`src/rtl/mesi_pkg.sv`:
```
package mesi_pkg;
  typedef enum logic [1:0] {ST_I = 2'd0, ST_S = 2'd1, ST_E = 2'd2, ST_M = 2'd3} line_st_t;
  typedef enum logic [1:0] {CMD_NONE = 2'd0, CMD_RD = 2'd1, CMD_RDX = 2'd2, CMD_WB = 2'd3} bus_cmd_t;
endpackage

```
`src/rtl/mesi_tag_array.sv`:
```
module mesi_tag_array
  import mesi_pkg::*;
#(
  parameter int IDX_W = 3,
  parameter int TAG_W = 7
) (
  input  logic             clk,
  input  logic             rst,
  input  logic [IDX_W-1:0] a_idx,
  output line_st_t         a_state,
  output logic [TAG_W-1:0] a_tag,
  input  logic             a_we,
  input  line_st_t         a_wstate,
  input  logic [TAG_W-1:0] a_wtag,
  input  logic [IDX_W-1:0] b_idx,
  output line_st_t         b_state,
  output logic [TAG_W-1:0] b_tag,
  input  logic             b_we,
  input  line_st_t         b_wstate
);
  localparam int LINES = 1 << IDX_W;

  line_st_t         st_q  [LINES];
  logic [TAG_W-1:0] tag_q [LINES];

  // per-line state registers; processor port and snoop port may both write
  for (genvar g = 0; g < LINES; g++) begin : g_line
    always_ff @(posedge clk) begin
      if (rst) begin
        st_q[g] <= ST_I;
      end else if (b_we && b_idx == IDX_W'(g)) begin
        st_q[g] <= b_wstate;
      end else if (a_we && a_idx == IDX_W'(g)) begin
        st_q[g] <= a_wstate;
      end
    end
  end

  always_ff @(posedge clk) begin
    if (a_we) tag_q[a_idx] <= a_wtag;
  end

  assign a_state = st_q[a_idx];
  assign a_tag   = tag_q[a_idx];
  assign b_state = st_q[b_idx];
  assign b_tag   = tag_q[b_idx];

  // the controller must never let both ports update one line in a cycle
  p_one_writer_r11: assert property (@(posedge clk) disable iff (rst)
    !(a_we && b_we && a_idx == b_idx));
endmodule

```
`src/rtl/mesi_data_ram.sv`:
```
module mesi_data_ram #(
  parameter int IDX_W  = 3,
  parameter int DATA_W = 32
) (
  input  logic              clk,
  input  logic              we,
  input  logic [IDX_W-1:0]  widx,
  input  logic [DATA_W-1:0] wdata,
  input  logic [IDX_W-1:0]  ra_idx,
  output logic [DATA_W-1:0] ra_data,
  input  logic [IDX_W-1:0]  rb_idx,
  output logic [DATA_W-1:0] rb_data
);
  localparam int LINES = 1 << IDX_W;

  logic [DATA_W-1:0] mem [LINES];

  always_ff @(posedge clk) begin
    if (we) mem[widx] <= wdata;
  end

  assign ra_data = mem[ra_idx];
  assign rb_data = mem[rb_idx];
endmodule

```
`src/rtl/mesi_snoop_unit.sv`:
```
module mesi_snoop_unit
  import mesi_pkg::*;
#(
  parameter int TAG_W  = 7,
  parameter int DATA_W = 32
) (
  input  logic              clk,
  input  logic              rst,
  input  logic              snp_valid_i,
  input  logic [1:0]        snp_cmd_i,
  input  logic [TAG_W-1:0]  snp_tag_i,
  input  line_st_t          line_state_i,
  input  logic [TAG_W-1:0]  line_tag_i,
  input  logic [DATA_W-1:0] line_data_i,
  output logic              upd_we_o,
  output line_st_t          upd_state_o,
  output logic              shared_o,
  output logic              flush_o,
  output logic [DATA_W-1:0] flush_data_o
);
  logic hit, sh_n, fl_n;

  always_comb begin
    hit         = snp_valid_i && (line_state_i != ST_I) && (line_tag_i == snp_tag_i);
    upd_we_o    = 1'b0;
    upd_state_o = line_state_i;
    sh_n        = 1'b0;
    fl_n        = 1'b0;
    if (hit) begin
      case (bus_cmd_t'(snp_cmd_i))
        CMD_RD: begin
          sh_n = 1'b1;
          fl_n = (line_state_i == ST_M);
          if (line_state_i == ST_M || line_state_i == ST_E) begin
            upd_we_o    = 1'b1;
            upd_state_o = ST_S;
          end
        end
        CMD_RDX: begin
          fl_n        = (line_state_i == ST_M);
          upd_we_o    = 1'b1;
          upd_state_o = ST_I;
        end
        default: ;
      endcase
    end
  end

  always_ff @(posedge clk) begin
    if (rst) begin
      shared_o     <= 1'b0;
      flush_o      <= 1'b0;
      flush_data_o <= '0;
    end else begin
      shared_o     <= sh_n;
      flush_o      <= fl_n;
      flush_data_o <= fl_n ? line_data_i : '0;
    end
  end

  // shared is only ever raised in answer to a snooped read
  p_shared_on_read_r3: assert property (@(posedge clk) disable iff (rst)
    shared_o |-> $past(snp_valid_i && snp_cmd_i == CMD_RD));
  // flushed data can only come from a dirty line
  p_flush_from_dirty_r6: assert property (@(posedge clk) disable iff (rst)
    flush_o |-> $past(line_state_i == ST_M));
endmodule

```
`src/rtl/mesi_cache_ctrl.sv`:
```
module mesi_cache_ctrl
  import mesi_pkg::*;
#(
  parameter int ADDR_W = 10,
  parameter int DATA_W = 32,
  parameter int IDX_W  = 3
) (
  input  logic              clk,
  input  logic              rst,
  input  logic              cpu_req,
  input  logic              cpu_we,
  input  logic [ADDR_W-1:0] cpu_addr,
  input  logic [DATA_W-1:0] cpu_wdata,
  output logic              cpu_ready,
  output logic [DATA_W-1:0] cpu_rdata,
  output logic              bus_req,
  output logic [1:0]        bus_cmd,
  output logic [ADDR_W-1:0] bus_addr,
  output logic [DATA_W-1:0] bus_wdata,
  input  logic              bus_gnt,
  input  logic [DATA_W-1:0] bus_rdata,
  input  logic              snp_valid,
  input  logic [1:0]        snp_cmd,
  input  logic [ADDR_W-1:0] snp_addr,
  input  logic              shared_in,
  output logic              shared_out,
  output logic              flush_valid,
  output logic [DATA_W-1:0] flush_data
);
  localparam int TAG_W = ADDR_W - IDX_W;

  typedef enum logic [1:0] {F_IDLE, F_LOOK, F_WAIT} fsm_t;

  fsm_t              fsm_q, fsm_n;
  logic              op_we;
  logic [ADDR_W-1:0] op_addr;
  logic [DATA_W-1:0] op_wdata;
  logic [IDX_W-1:0]  op_idx, snp_idx;
  logic [TAG_W-1:0]  op_tag, snp_tag;

  line_st_t          a_state, b_state, wa_state, sb_state;
  logic [TAG_W-1:0]  a_tag, b_tag, wa_tag;
  logic [DATA_W-1:0] a_data, b_data, wd_data;
  logic              wa_en, wd_en, sb_we;

  logic              rdy_n, req_n;
  logic [1:0]        cmd_n;
  logic [ADDR_W-1:0] baddr_n;
  logic [DATA_W-1:0] rdata_n, bwdata_n;
  logic              snp_same, a_hit, gnt_done;

  assign op_idx  = op_addr[IDX_W-1:0];
  assign op_tag  = op_addr[ADDR_W-1:IDX_W];
  assign snp_idx = snp_addr[IDX_W-1:0];
  assign snp_tag = snp_addr[ADDR_W-1:IDX_W];

  mesi_tag_array #(.IDX_W(IDX_W), .TAG_W(TAG_W)) u_tags (
    .clk(clk), .rst(rst),
    .a_idx(op_idx), .a_state(a_state), .a_tag(a_tag),
    .a_we(wa_en), .a_wstate(wa_state), .a_wtag(wa_tag),
    .b_idx(snp_idx), .b_state(b_state), .b_tag(b_tag),
    .b_we(sb_we), .b_wstate(sb_state)
  );

  mesi_data_ram #(.IDX_W(IDX_W), .DATA_W(DATA_W)) u_data (
    .clk(clk), .we(wd_en), .widx(op_idx), .wdata(wd_data),
    .ra_idx(op_idx), .ra_data(a_data),
    .rb_idx(snp_idx), .rb_data(b_data)
  );

  mesi_snoop_unit #(.TAG_W(TAG_W), .DATA_W(DATA_W)) u_snoop (
    .clk(clk), .rst(rst),
    .snp_valid_i(snp_valid), .snp_cmd_i(snp_cmd), .snp_tag_i(snp_tag),
    .line_state_i(b_state), .line_tag_i(b_tag), .line_data_i(b_data),
    .upd_we_o(sb_we), .upd_state_o(sb_state),
    .shared_o(shared_out), .flush_o(flush_valid), .flush_data_o(flush_data)
  );

  assign snp_same = snp_valid && (snp_idx == op_idx);
  assign a_hit    = (a_state != ST_I) && (a_tag == op_tag);
  assign gnt_done = bus_req && bus_gnt;

  always_comb begin
    fsm_n    = fsm_q;
    rdy_n    = 1'b0;
    rdata_n  = cpu_rdata;
    req_n    = bus_req;
    cmd_n    = bus_cmd;
    baddr_n  = bus_addr;
    bwdata_n = bus_wdata;
    wa_en    = 1'b0;
    wa_state = a_state;
    wa_tag   = a_tag;
    wd_en    = 1'b0;
    wd_data  = op_wdata;
    case (fsm_q)
      F_IDLE: if (cpu_req) fsm_n = F_LOOK;
      F_LOOK: begin
        if (!snp_same) begin
          if (a_hit && !op_we) begin
            rdy_n   = 1'b1;
            rdata_n = a_data;
            fsm_n   = F_IDLE;
          end else if (a_hit && (a_state == ST_M || a_state == ST_E)) begin
            wa_en    = 1'b1;
            wa_state = ST_M;
            wd_en    = 1'b1;
            rdy_n    = 1'b1;
            rdata_n  = op_wdata;
            fsm_n    = F_IDLE;
          end else begin
            req_n    = 1'b1;
            fsm_n    = F_WAIT;
            baddr_n  = op_addr;
            bwdata_n = '0;
            if (!a_hit && a_state == ST_M) begin
              cmd_n    = CMD_WB;
              baddr_n  = {a_tag, op_idx};
              bwdata_n = a_data;
            end else begin
              cmd_n = op_we ? CMD_RDX : CMD_RD;
            end
          end
        end
      end
      F_WAIT: begin
        if (gnt_done) begin
          req_n = 1'b0;
          cmd_n = CMD_NONE;
          wa_en = 1'b1;
          case (bus_cmd_t'(bus_cmd))
            CMD_WB: begin
              wa_state = ST_I;
              fsm_n    = F_LOOK;
            end
            CMD_RD: begin
              wa_tag   = op_tag;
              wa_state = shared_in ? ST_S : ST_E;
              wd_en    = 1'b1;
              wd_data  = bus_rdata;
              rdy_n    = 1'b1;
              rdata_n  = bus_rdata;
              fsm_n    = F_IDLE;
            end
            default: begin
              wa_tag   = op_tag;
              wa_state = ST_M;
              wd_en    = 1'b1;
              rdy_n    = 1'b1;
              rdata_n  = op_wdata;
              fsm_n    = F_IDLE;
            end
          endcase
        end else if (snp_same) begin
          req_n = 1'b0;
          cmd_n = CMD_NONE;
          fsm_n = F_LOOK;
        end
      end
      default: fsm_n = F_IDLE;
    endcase
  end

  always_ff @(posedge clk) begin
    if (rst) begin
      fsm_q     <= F_IDLE;
      cpu_ready <= 1'b0;
      cpu_rdata <= '0;
      bus_req   <= 1'b0;
      bus_cmd   <= CMD_NONE;
      bus_addr  <= '0;
      bus_wdata <= '0;
      op_we     <= 1'b0;
      op_addr   <= '0;
      op_wdata  <= '0;
    end else begin
      fsm_q     <= fsm_n;
      cpu_ready <= rdy_n;
      cpu_rdata <= rdata_n;
      bus_req   <= req_n;
      bus_cmd   <= cmd_n;
      bus_addr  <= baddr_n;
      bus_wdata <= bwdata_n;
      if (fsm_q == F_IDLE && cpu_req) begin
        op_we    <= cpu_we;
        op_addr  <= cpu_addr;
        op_wdata <= cpu_wdata;
      end
    end
  end

  // completion is a single-cycle pulse
  p_ready_pulse_r8: assert property (@(posedge clk) disable iff (rst)
    cpu_ready |=> !cpu_ready);
  // a raised request always carries a real command
  p_cmd_known_r2: assert property (@(posedge clk) disable iff (rst)
    bus_req |-> bus_cmd != CMD_NONE);
  // a write to an Exclusive line finishes without touching the bus
  p_silent_upgrade_r4: assert property (@(posedge clk) disable iff (rst)
    (fsm_q == F_LOOK && !snp_same && op_we && a_state == ST_E && a_tag == op_tag)
      |=> (cpu_ready && !bus_req));
  // a snoop to the pending index withdraws the waiting request
  p_withdraw_r11: assert property (@(posedge clk) disable iff (rst)
    (fsm_q == F_WAIT && snp_same && !bus_gnt) |=> !bus_req);
  // after a write-back the request is reconsidered, never completed
  p_wb_then_fill_r9: assert property (@(posedge clk) disable iff (rst)
    (gnt_done && bus_cmd == CMD_WB) |=> (!cpu_ready && fsm_q == F_LOOK));
endmodule

```
`config.mk`:
```
export PLATFORM = sky130hd
export DESIGN_NAME = mesi_cache_ctrl
export DESIGN_NICKNAME = d
export VERILOG_FILES = /design/src/rtl/mesi_pkg.sv /design/src/rtl/mesi_tag_array.sv /design/src/rtl/mesi_data_ram.sv /design/src/rtl/mesi_snoop_unit.sv /design/src/rtl/mesi_cache_ctrl.sv
export SDC_FILE = /design/constraint.sdc
export NUM_CORES = 1
export LEC_CHECK = 0
export ABC_CLOCK_PERIOD_IN_PS = 13850
export BUFFER_PORTS_ARGS = -buffer_cell sky130_fd_sc_hd__buf_4
export CAP_MARGIN = 20
export CORE_ASPECT_RATIO = 1.25
export CORE_UTILIZATION = 47
export CTS_BUF_LIST = sky130_fd_sc_hd__clkbuf_8
export DETAILED_ROUTE_END_ITERATION = 10
export PLACE_DENSITY = 0.65
export SLEW_MARGIN = 40
export SYNTH_ARGS = -nofsm -noshare
export SYNTH_HDL_FRONTEND = slang
export SYNTH_HIERARCHICAL = 1
export SYNTH_SLANG_ARGS = --single-unit
```
`constraint.sdc`:
```
create_clock -name clk -period 13.85 [get_ports clk]
set_input_delay 2.0775 -clock clk [delete_from_list [all_inputs] [get_ports clk]]
set_output_delay 2.0775 -clock clk [all_outputs]
set_load 0.005 [all_outputs]
```
# [Yosys cells after proc, flatten, opt, wreduce, memory -nomap -nowiden]
# Memories as Yosys holds them, arrays and structs flattened. A register that Yosys moved wholly into a read port is not among the register bits.
# Index checks and enable logic that the tools add are counted.
[classes] mux=147 reduce_logical=42 eq_ne=35 bitwise=21
[op_table] cell="$mux W32" n=8
[op_table] cell="$pmux W32 S2" n=2
[op_table] cell="$mux W1" n=81
[op_table] cell="$mux W2" n=36
[op_table] cell="$logic_and A1 B1 Y1" n=25
[op_table] cell="$eq A3 B3 Y1 const B" n=8
[op_table] cell="$mux W7" n=3
[op_table] cell="$mux W3" n=6
[op_table] cell="$or A1 B1 Y1" n=16
[op_table] cell="$pmux W2 S2" n=4
[op_table] cell="$eq A2 B2 Y1 const B" n=7
[op_table] cell="$eq A7 B7 Y1" n=2
[op_table] cell="$eq A3 B2 Y1 const B" n=4
[op_table] cell="$ne A2 B2 Y1 const B" n=6
[op_table] cell="$mux W10" n=1
[op_table] cell="$pmux W1 S2" n=5
[op_table] cell="$reduce_and A5 Y1" n=2
[op_table] cell="$eq A2 B1 Y1 const B" n=3
[op_table] cell="$eq A3 B1 Y1 const B" n=2
[op_table] cell="$logic_not A3 Y1" n=2
[op_table] cell="$ne A3 B3 Y1 const B" n=2
[op_table] cell="$pmux W2 S3" n=1
[op_table] cell="$reduce_bool A2 Y1" n=3
[op_table] cell="$reduce_or A2 Y1" n=3
[op_table] cell="other kinds (7)" n=13
[word_totals] inputBits=93 ramBits=328 regBits=125 out_inout_bits=112 elab_cells=260 memories=3
[memory_table] name="u_data.mem" depth=8 word_bits=32 read_ports=2 rd_clocked_by_memory_dff=2 wr=1 line_no="mesi_data_ram.sv:16" source="logic [DATA_W-1:0] mem [LINES];"
[memory_table] name="u_tags.tag_q" depth=8 word_bits=7 read_ports=2 rd_clocked_by_memory_dff=1 wr=1 line_no="mesi_tag_array.sv:24" source="logic [TAG_W-1:0] tag_q [LINES];"
[memory_table] name="u_tags.st_q" depth=8 word_bits=2 read_ports=2 rd_clocked_by_memory_dff=1 wr=8 line_no="mesi_tag_array.sv:23" source="line_st_t st_q [LINES];"

# [Longest topological paths before layout]
# Gate-level depths: netlist (run 1).
[logic_depth] ltp_word=13 depth_mapped=12 depth_no_buf=9

# [By module]
# The synthesis (run 1) kept the hierarchy.
[by_module_without_submodules] module="mesi_data_ram" seq_area_each_um2=7687.4 cells_per_inst=497 instances=1 area_each_um2=11898.9
[by_module_without_submodules] module="mesi_cache_ctrl" seq_area_each_um2=2462.4 cells_per_inst=657 instances=1 area_each_um2=5831.8
[by_module_without_submodules] module="mesi_tag_array" seq_area_each_um2=2162.1 cells_per_inst=210 instances=1 area_each_um2=3783.6
[by_module_without_submodules] module="mesi_snoop_unit" seq_area_each_um2=680.7 cells_per_inst=98 instances=1 area_each_um2=1149.9

# [Worst setup path after synthesis (run 1)]
# No wires, ideal clock.
[synth_path] path_type="input port to flip-flop" start="input snp_addr[0]" end="memory u_data.mem[4][0] (enable)" setup_slack_ns=7.917 stages=6 arrival_ns=5.471 path_cell_list="xnor2_1 a41o_1 or4_1 a21oi_1 nand2_1 nor3_1"
[synth_via] elab_chain_cells=6
[synth_rtl] item="start, declared" line_no="mesi_cache_ctrl.sv:24" source="input logic [ADDR_W-1:0] snp_addr,"
[synth_rtl] item="$eq A3 B3 Y1" line_no="mesi_cache_ctrl.sv:79" source="assign snp_same = snp_valid && (snp_idx == op_idx);"
[synth_rtl] item="$logic_and A1 B1 Y1" line_no="mesi_cache_ctrl.sv:79"
[synth_rtl] item="$mux W1" line_no="mesi_cache_ctrl.sv:99" source="if (!snp_same) begin"
[synth_rtl] item="$pmux W1 S2" line_no="mesi_cache_ctrl.sv:96" source="case (fsm_q)"
[synth_rtl] item="via wd_en" line_no="mesi_cache_ctrl.sv:44" source="logic wa_en, wd_en, sb_we;"
[synth_rtl] item="$mux W1" line_no="mesi_data_ram.sv:19" source="if (we) mem[widx] <= wdata;"
[synth_rtl] item="$mux W1 (not written as such)" line_no="mesi_data_ram.sv:19"
[synth_rtl] item="end, declared" line_no="mesi_data_ram.sv:16"
# The timed path passes the listed nets, and every way through them passes these cells.

==> results of run 1 <==
## cell type report
class	instances	area, um2	share of cell area (%)
well taps	637	797	3.02
repair buffers	232	1790	6.76
diodes	2	5.00	0.0190
clock inverters	55	373	1.41
inverters	45	169	0.640
clock buffers	92	1270	4.80
multi-input cells	823	9010	34.1
flip-flops and latches	485	13000	49.2
## through the flow
step	total power, uW	instances	cell area [um2]	utilization (%)	setup slack [ns]
floorplan	2150	1462	22700	-	7.92
finish	3640	2371	26400	55.7	8.60
global placement	2370	2220	24700	52.0	7.90
global route	3780	2371	26400	55.7	8.43
CTS	3660	2369	26400	55.6	8.69
detailed placement	2380	2222	24800	52.2	8.00
## worst max path at each step
stage | start | endpoint | slack, ns
after floorplan | snp_addr[0] | u_data/mem[4][0] | 7.92
after global routing | snp_addr[0] | u_tags/st_q[0][1] | 8.43
after detailed placement | snp_addr[0] | u_tags/st_q[0][1] | 8.00
after CTS | snp_addr[0] | u_tags/st_q[0][1] | 8.69
final | snp_addr[0] | u_tags/st_q[0][1] | 8.60
after global placement | snp_addr[0] | u_tags/st_q[4][0] | 7.90
## worst max-delay path: cells and delay by family
kind,cells,cell delay [ns]
simple gates,5,1.58
mux,2,0.87
buf+inv,2,0.75
xor+xnor,1,0.23
compound gates,1,0.09
## layer usage
metal  up-vias  global-route usage [%]
met4         0                    11.4
li1       6259                       -
met3       108                    4.82
met5         -                       0
met2       565                    42.9
met1      7365                    30.2
## sequential cells by signal, indices dropped and copies added (netlist names), 2 cells and up
signal                count
u_tags/st_q              16
u_tags/tag_q             56
u_snoop/flush_data_o     32
cpu_rdata                32
u_data/mem              256
op_wdata                 32
bus_cmd                   2
bus_addr                 10
bus_wdata                32
fsm_q                     2
op_addr                  10
## placed cells by master, fill, tap and decap left out, types with 8 or more instances in the layout
cell / count
nand2_1: 112
nand2b_1: 12
and2_1: 20
o22ai_2: 30
clkbuf_8: 92
o22ai_1: 18
mux2_1: 37
a21oi_1: 60
o21ai_0: 10
a22oi_1: 32
edfxtp_1: 328
mux4_2: 69
xnor2_1: 13
dfxtp_1: 154
clkinv_2: 13
nor2_1: 69
mux4_1: 95
o32ai_1: 34
mux2i_1: 8
mux2_2: 84
nor2_4: 8
and2_2: 14
buf_4: 227
inv_1: 65
clkinv_1: 12
## power by group
part           internal, uW  switching (uW)  total (uW)  leakage (uW)
logic                   269             405         674       0.00408
clock network           702             576        1280      0.000909
registers              1630            54.8        1680       0.00430
total                  2600            1040        3640       0.00928
## cell families after synthesis
group	count (synthesis)	share of synthesized area [%]
flip-flops	485	57.3
AND/OR/NAND/NOR	294	6.56
multiplexers	293	24.2
AO/OA/AOI/OAI	213	7.29
buffers and inverters	154	3.47
XOR/XNOR	17	0.789
adder cells (fa/ha/maj)	6	0.331
==> impl_metrics.xml, run 1 <==
<?xml version="1.0" encoding="UTF-8"?>
<metrics>
  <group name="outcome">
    <metric name="result_of_the_run" unit="">complete, no violations</metric>
  </group>
  <group name="timing">
    <metric name="timing.final.setup_violations" unit="">0</metric>
    <metric name="fin_hold_ws" unit="ns">0.460</metric>
    <metric name="final.setup.tns" unit="ns">0</metric>
    <metric name="maxClockFrequency" unit="MHz">191</metric>
    <metric name="skew_final" unit="ns">0.0375</metric>
    <metric name="timing.final.crit_period" unit="ns">5.25</metric>
    <metric name="max_slew_margin" unit="%">42.5</metric>
    <metric name="max_slew.worst_pin.slew" unit="ns">0.863</metric>
    <metric name="slew_violations" unit="">0</metric>
    <metric name="min_period_over_period" unit="%">37.9</metric>
    <metric name="rsz0062_at_grt" unit="">no</metric>
    <metric name="finalHoldViolCount" unit="">0</metric>
  </group>
  <group name="worst_setup_path">
    <metric name="crit_arrival" unit="ns">5.63</metric>
    <metric name="crit_chain" unit="">buf_4, mux4_2, mux2_2, xnor2_1, nand4_1, or2_2, nor4_1, buf_4, or4b_4, nand2_1, o22ai_1</metric>
    <metric name="timing.reg2reg.worst_path_depth" unit="">9</metric>
    <metric name="crit_path_top_delay_cell" unit="">mux4_2</metric>
    <metric name="crit_path_max_incr_delay" unit="ns">0.59</metric>
    <metric name="reg2reg_slack" unit="ns">8.87</metric>
    <metric name="worst_setup_path_start_kind" unit="">input pin</metric>
    <metric name="critical_path_class" unit="">input pin to register</metric>
    <metric name="worst-path-max-fanout" unit="">33</metric>
    <metric name="endpoint_kind" unit="">register</metric>
    <metric name="r2r-end" unit="">u_data/mem[4][9]</metric>
    <metric name="crit-reg2reg-launch" unit="">op_addr[0]</metric>
    <metric name="path_common_cell" unit="">buf_4</metric>
    <metric name="critPathRequiredTime" unit="ns">14.23</metric>
  </group>
  <group name="floorplanning">
    <metric name="die_width" unit="um">198</metric>
    <metric name="die_area" unit="um2">49100</metric>
    <metric name="initial_utilization" unit="%">47.8</metric>
    <metric name="chipHeight" unit="um">248</metric>
    <metric name="std_cell_rows" unit="">89</metric>
    <metric name="boundary_pins" unit="">205</metric>
    <metric name="floorplan.core_area" unit="um2">47400</metric>
  </group>
  <group name="synthesis">
    <metric name="synth.avg_cell_area" unit="um2">15.5</metric>
    <metric name="synthesis.instances" unit="">1462</metric>
    <metric name="mappedNetlistArea" unit="um2">22700</metric>
    <metric name="synth_cell_type_count" unit="">73</metric>
    <metric name="synthesis.yosys.warnings" unit="">6</metric>
    <metric name="synth_enable_flop_cells" unit="">328</metric>
    <metric name="netlist_top_cells_count" unit="">edfxtp_1 (328), dfxtp_1 (157), nand2_1 (113)</metric>
    <metric name="yosys_most_used_dff" unit="">edfxtp_1</metric>
    <metric name="yosysTopAreaCellShare" unit="%">43.5</metric>
    <metric name="synthArstFlopShare" unit="%">0</metric>
    <metric name="synth.yosys.seq_area_share" unit="%">57.3</metric>
    <metric name="leading_post_synthesis_cells_by_cell_area" unit="">edfxtp_1 (43%), dfxtp_1 (14%), mux4_1 (11%)</metric>
    <metric name="post-synth-top-count-cell" unit="">edfxtp_1</metric>
    <metric name="yosysTopAreaCell" unit="">edfxtp_1</metric>
    <metric name="syn_nets" unit="">1561</metric>
    <metric name="yosys_register_bits" unit="">485</metric>
  </group>
  <group name="cts">
    <metric name="postCtsSetupRepairBufs" unit="">0</metric>
    <metric name="cts_made_buffers" unit="">79</metric>
    <metric name="clock_tree_from_tritoncts" unit="">yes</metric>
    <metric name="post_cts_hold_buffer_count" unit="">0</metric>
    <metric name="h-tree-depth" unit="">3</metric>
    <metric name="clock_tree.root_cell" unit="">clkbuf_8</metric>
    <metric name="clkSlewWorstSetupHoldPaths" unit="ns">0.07</metric>
    <metric name="tritoncts_num_sinks" unit="">485</metric>
    <metric name="clock_latency_on_the_worst_skew_pair" unit="ns">0.66</metric>
    <metric name="clock_tree.buffer_depth" unit="">3</metric>
    <metric name="cts.repair.resized" unit="">0</metric>
  </group>
  <group name="place">
    <metric name="numPortBuffers" unit="">204</metric>
    <metric name="dp_hpwl" unit="um">37500</metric>
    <metric name="gp_routability_congestion" unit="">0.860</metric>
  </group>
  <group name="route">
    <metric name="drt-total-wl" unit="um">60500</metric>
    <metric name="drt_first_pass_iters" unit="">5</metric>
    <metric name="detailroute.wirelength.met2" unit="um">30800</metric>
    <metric name="maxUsedRoutingLayer" unit="">met4</metric>
    <metric name="wl_met1" unit="um">23900</metric>
    <metric name="met3_wire_length" unit="um">3860</metric>
    <metric name="drc_errors" unit="">0</metric>
    <metric name="iter_0_drt_violations" unit="">1106</metric>
    <metric name="ant_nets" unit="">0</metric>
    <metric name="vias_post_dr" unit="">14297</metric>
    <metric name="wirelength_per_cell" unit="um">25.5</metric>
    <metric name="mean_number_of_vias_per_cell" unit="">6.03</metric>
  </group>
  <group name="finish">
    <metric name="layout.nets" unit="">1765</metric>
    <metric name="area_delta_synth_final" unit="%">16.5</metric>
    <metric name="layout-drive-gt1-share" unit="%">33.7</metric>
    <metric name="num-fill-cells" unit="">3908</metric>
  </group>
  <group name="hold_path">
    <metric name="min_path_cells" unit="">2</metric>
    <metric name="min_from" unit="">bus_addr[2]</metric>
    <metric name="worst_hold_path_type" unit="">register to register</metric>
    <metric name="worst_hold_path.endpoint" unit="">bus_addr[2]</metric>
  </group>
  <group name="pwr">
    <metric name="power_density" unit="nW/um2">138</metric>
    <metric name="cellLeakagePower" unit="uW">0.00928</metric>
    <metric name="peakVddDrop" unit="uV">90.4</metric>
  </group>
  <group name="global_routing">
    <metric name="grt_start_max_net_pins" unit="">64</metric>
    <metric name="global_route.overflow_total" unit="">0</metric>
    <metric name="grtUsageTotal" unit="%">24.9</metric>
    <metric name="grt_antenna_before_repair" unit="">2</metric>
    <metric name="wire_length_of_the_first_global_routing_pass" unit="um">89500</metric>
    <metric name="first_global_vias" unit="">14736</metric>
  </group>
  <group name="run">
    <metric name="cap_violations" unit="">0</metric>
  </group>
</metrics>
(Power assumes the default switching activity.)
==> run 2: changes to the inputs <==
Settings changed: ABC_CLOCK_PERIOD_IN_PS 13850 to 4340, PLACE_DENSITY 0.65 to 0.68.
Clock period 13.85 ns to 4.34 ns, I/O delays scaled along.
==> impl_metrics.xml, run 2 (synthesis gave the netlist of run 1 again) <==
<?xml version="1.0" encoding="UTF-8"?>
<metrics>
  <group name="outcome">
    <metric name="result_of_the_run" unit="">complete, no violations</metric>
  </group>
  <group name="pwr">
    <metric name="internal-power" unit="uW">8030</metric>
    <metric name="netSwitchingPower" unit="uW">3270</metric>
    <metric name="seq_power_share" unit="%">47.4</metric>
    <metric name="power_density" unit="nW/um2">425</metric>
    <metric name="cellLeakagePower" unit="uW">0.00937</metric>
    <metric name="switching_share" unit="%">28.9</metric>
    <metric name="share_clk_of_total_power" unit="%">33.2</metric>
    <metric name="relative_contribution_of_combinational_cells_to_total_power" unit="%">19.4</metric>
    <metric name="p_total" unit="uW">11300</metric>
    <metric name="peakVddDrop" unit="uV">240</metric>
  </group>
  <group name="finish">
    <metric name="layout.nets" unit="">1787</metric>
    <metric name="num-fill-cells" unit="">3795</metric>
    <metric name="multiInputGateArea" unit="um2">9020</metric>
    <metric name="most_frequent_standard_cell_in_the_layout_excluding_fill_and_tap_cells" unit="">edfxtp_1</metric>
    <metric name="registers.top_by_ff_count" unit="">u_data/mem</metric>
    <metric name="commonest_cells_after_routing_fill_and_taps_aside" unit="">edfxtp_1 (328), buf_4 (242), dfxtp_1 (154)</metric>
    <metric name="largest_register_ffs" unit="">256</metric>
    <metric name="area_delta_synth_final" unit="%">17.2</metric>
    <metric name="layout-drive-gt1-share" unit="%">34.2</metric>
    <metric name="top_regs" unit="">u_data/mem (256), u_tags/tag_q (56)</metric>
    <metric name="ff_latch_area" unit="um2">13000</metric>
    <metric name="final_util" unit="%">56.0</metric>
  </group>
  <group name="route">
    <metric name="drt-total-wl" unit="um">60300</metric>
    <metric name="drc_errors" unit="">0</metric>
    <metric name="wirelength_per_cell" unit="um">25.2</metric>
    <metric name="iter_0_drt_violations" unit="">1103</metric>
    <metric name="ant_nets" unit="">0</metric>
    <metric name="mean_number_of_vias_per_cell" unit="">6.02</metric>
    <metric name="drt_first_pass_iters" unit="">7</metric>
    <metric name="vias_post_dr" unit="">14387</metric>
  </group>
  <group name="cts">
    <metric name="postCtsSetupRepairBufs" unit="">0</metric>
    <metric name="clock_tree_from_tritoncts" unit="">yes</metric>
    <metric name="post_cts_hold_buffer_count" unit="">0</metric>
    <metric name="h-tree-depth" unit="">3</metric>
    <metric name="clock_latency_on_the_worst_skew_pair" unit="ns">0.67</metric>
    <metric name="clock_tree.buffer_depth" unit="">3</metric>
    <metric name="clock_tree.root_cell" unit="">clkbuf_8</metric>
    <metric name="tritoncts_num_sinks" unit="">485</metric>
    <metric name="clkSlewWorstSetupHoldPaths" unit="ns">0.07</metric>
    <metric name="cts_made_buffers" unit="">75</metric>
  </group>
  <group name="place">
    <metric name="numPortBuffers" unit="">204</metric>
    <metric name="dp_hpwl" unit="um">38200</metric>
    <metric name="gp_routability_congestion" unit="">0.873</metric>
    <metric name="detailedPlace.worstSlack" unit="ns">0.199</metric>
  </group>
  <group name="timing">
    <metric name="timing.final.crit_period" unit="ns">4.03</metric>
    <metric name="finalHoldViolCount" unit="">0</metric>
    <metric name="max_slew_margin" unit="%">44.5</metric>
    <metric name="layout_setup_ws" unit="ns">0.311</metric>
    <metric name="timing.final.setup_violations" unit="">0</metric>
    <metric name="rsz0062_at_grt" unit="">no</metric>
    <metric name="slew_violations" unit="">0</metric>
    <metric name="fin_hold_ws" unit="ns">0.233</metric>
    <metric name="max_slew.worst_pin.slew" unit="ns">0.832</metric>
    <metric name="min_period_over_period" unit="%">92.8</metric>
    <metric name="maxClockFrequency" unit="MHz">248</metric>
    <metric name="final.setup.tns" unit="ns">0</metric>
    <metric name="skew_final" unit="ns">0.0361</metric>
  </group>
  <group name="hold_path">
    <metric name="worst_hold_path_type" unit="">input pin to register</metric>
  </group>
  <group name="run">
    <metric name="cap_violations" unit="">0</metric>
  </group>
  <group name="worst_setup_path">
    <metric name="worst-path-max-fanout" unit="">17</metric>
    <metric name="worst_setup_path_start_kind" unit="">register</metric>
    <metric name="critical_path_class" unit="">register to register</metric>
    <metric name="reg2reg_slack" unit="ns">0.31</metric>
    <metric name="critPathRequiredTime" unit="ns">4.67</metric>
    <metric name="crit_arrival" unit="ns">4.36</metric>
    <metric name="endpoint_kind" unit="">register</metric>
  </group>
  <group name="floorplanning">
    <metric name="die_area" unit="um2">49100</metric>
    <metric name="floorplan.core_area" unit="um2">47400</metric>
    <metric name="std_cell_rows" unit="">89</metric>
    <metric name="boundary_pins" unit="">205</metric>
    <metric name="die_width" unit="um">198</metric>
    <metric name="chipHeight" unit="um">248</metric>
    <metric name="initial_utilization" unit="%">47.8</metric>
  </group>
  <group name="global_routing">
    <metric name="global_route.overflow_total" unit="">0</metric>
    <metric name="grtUsageTotal" unit="%">24.8</metric>
    <metric name="wire_length_of_the_first_global_routing_pass" unit="um">89600</metric>
    <metric name="grt_antenna_before_repair" unit="">1</metric>
    <metric name="first_global_vias" unit="">14867</metric>
    <metric name="grt_start_max_net_pins" unit="">72</metric>
  </group>
</metrics>
==> run 2: metal layers <==
metal  vias up  part of all wire [%]  global-route usage [%]
li1       6311                     -                       -
met4         0                   3.0                    10.3
met3       108                   6.0                    3.64
met1      7406                    40                    31.6
met5         -                     0                       0
met2       562                    51                    42.4
==> run 2: final timing paths <==
kind,start,to,cells after the start
worst max-delay path,op_addr[0],u_data/mem[0][28],9
worst min-delay path,cpu_addr[2],op_addr[2],3
worst max register to register,op_addr[0],u_data/mem[0][28],9
worst min register to register,bus_addr[2],bus_addr[2],2
==> run 2: worst max-delay path: stages (launching register included) <==
cell and delay, ns:
dfxtp_4 0.54, mux4_1 0.60, mux2_2 0.31, xnor2_1 0.21, nand4_2 0.24, or4_1 0.66, a21oi_2 0.31, nand2b_1 0.29
nor3_4 0.25, buf_4 0.27
==> run 2: power groups by stage <==
stage          clock network (uW)  registers, uW  logic, uW
4_1_cts                      3840           5360       2190
5_1_grt                      4030           5380       2340
3_3_place_gp                    0           5440       2120
3_5_place_dp                    0           5450       2180
2_1_floorplan                   0           5390       1460
6_report                     3760           5360       2190
==> run 2: cell type report <==
class / count / share of cell area [%]
Sequential cell: 485 / 48.9
Multi-Input combinational cell: 823 / 33.9
Timing Repair Buffer: 258 / 7.97
Clock buffer: 78 / 4.04
Tap cell: 637 / 3.00
Clock inverter: 61 / 1.49
Inverter: 45 / 0.636
Antenna cell: 1 / 0.00942
==> run 2: through the flow <==
stage	cell area [um2]	instances
floorplan	22700	1462
global placement	25000	2247
detailed placement	25100	2248
CTS	26600	2387
global route	26600	2388
finish	26600	2388
==> run 2: timing repair <==
action,CTS,global route
gates resized for setup,0,2
hold endpoints to repair,0,0
endpoints found under the setup margin,0,14
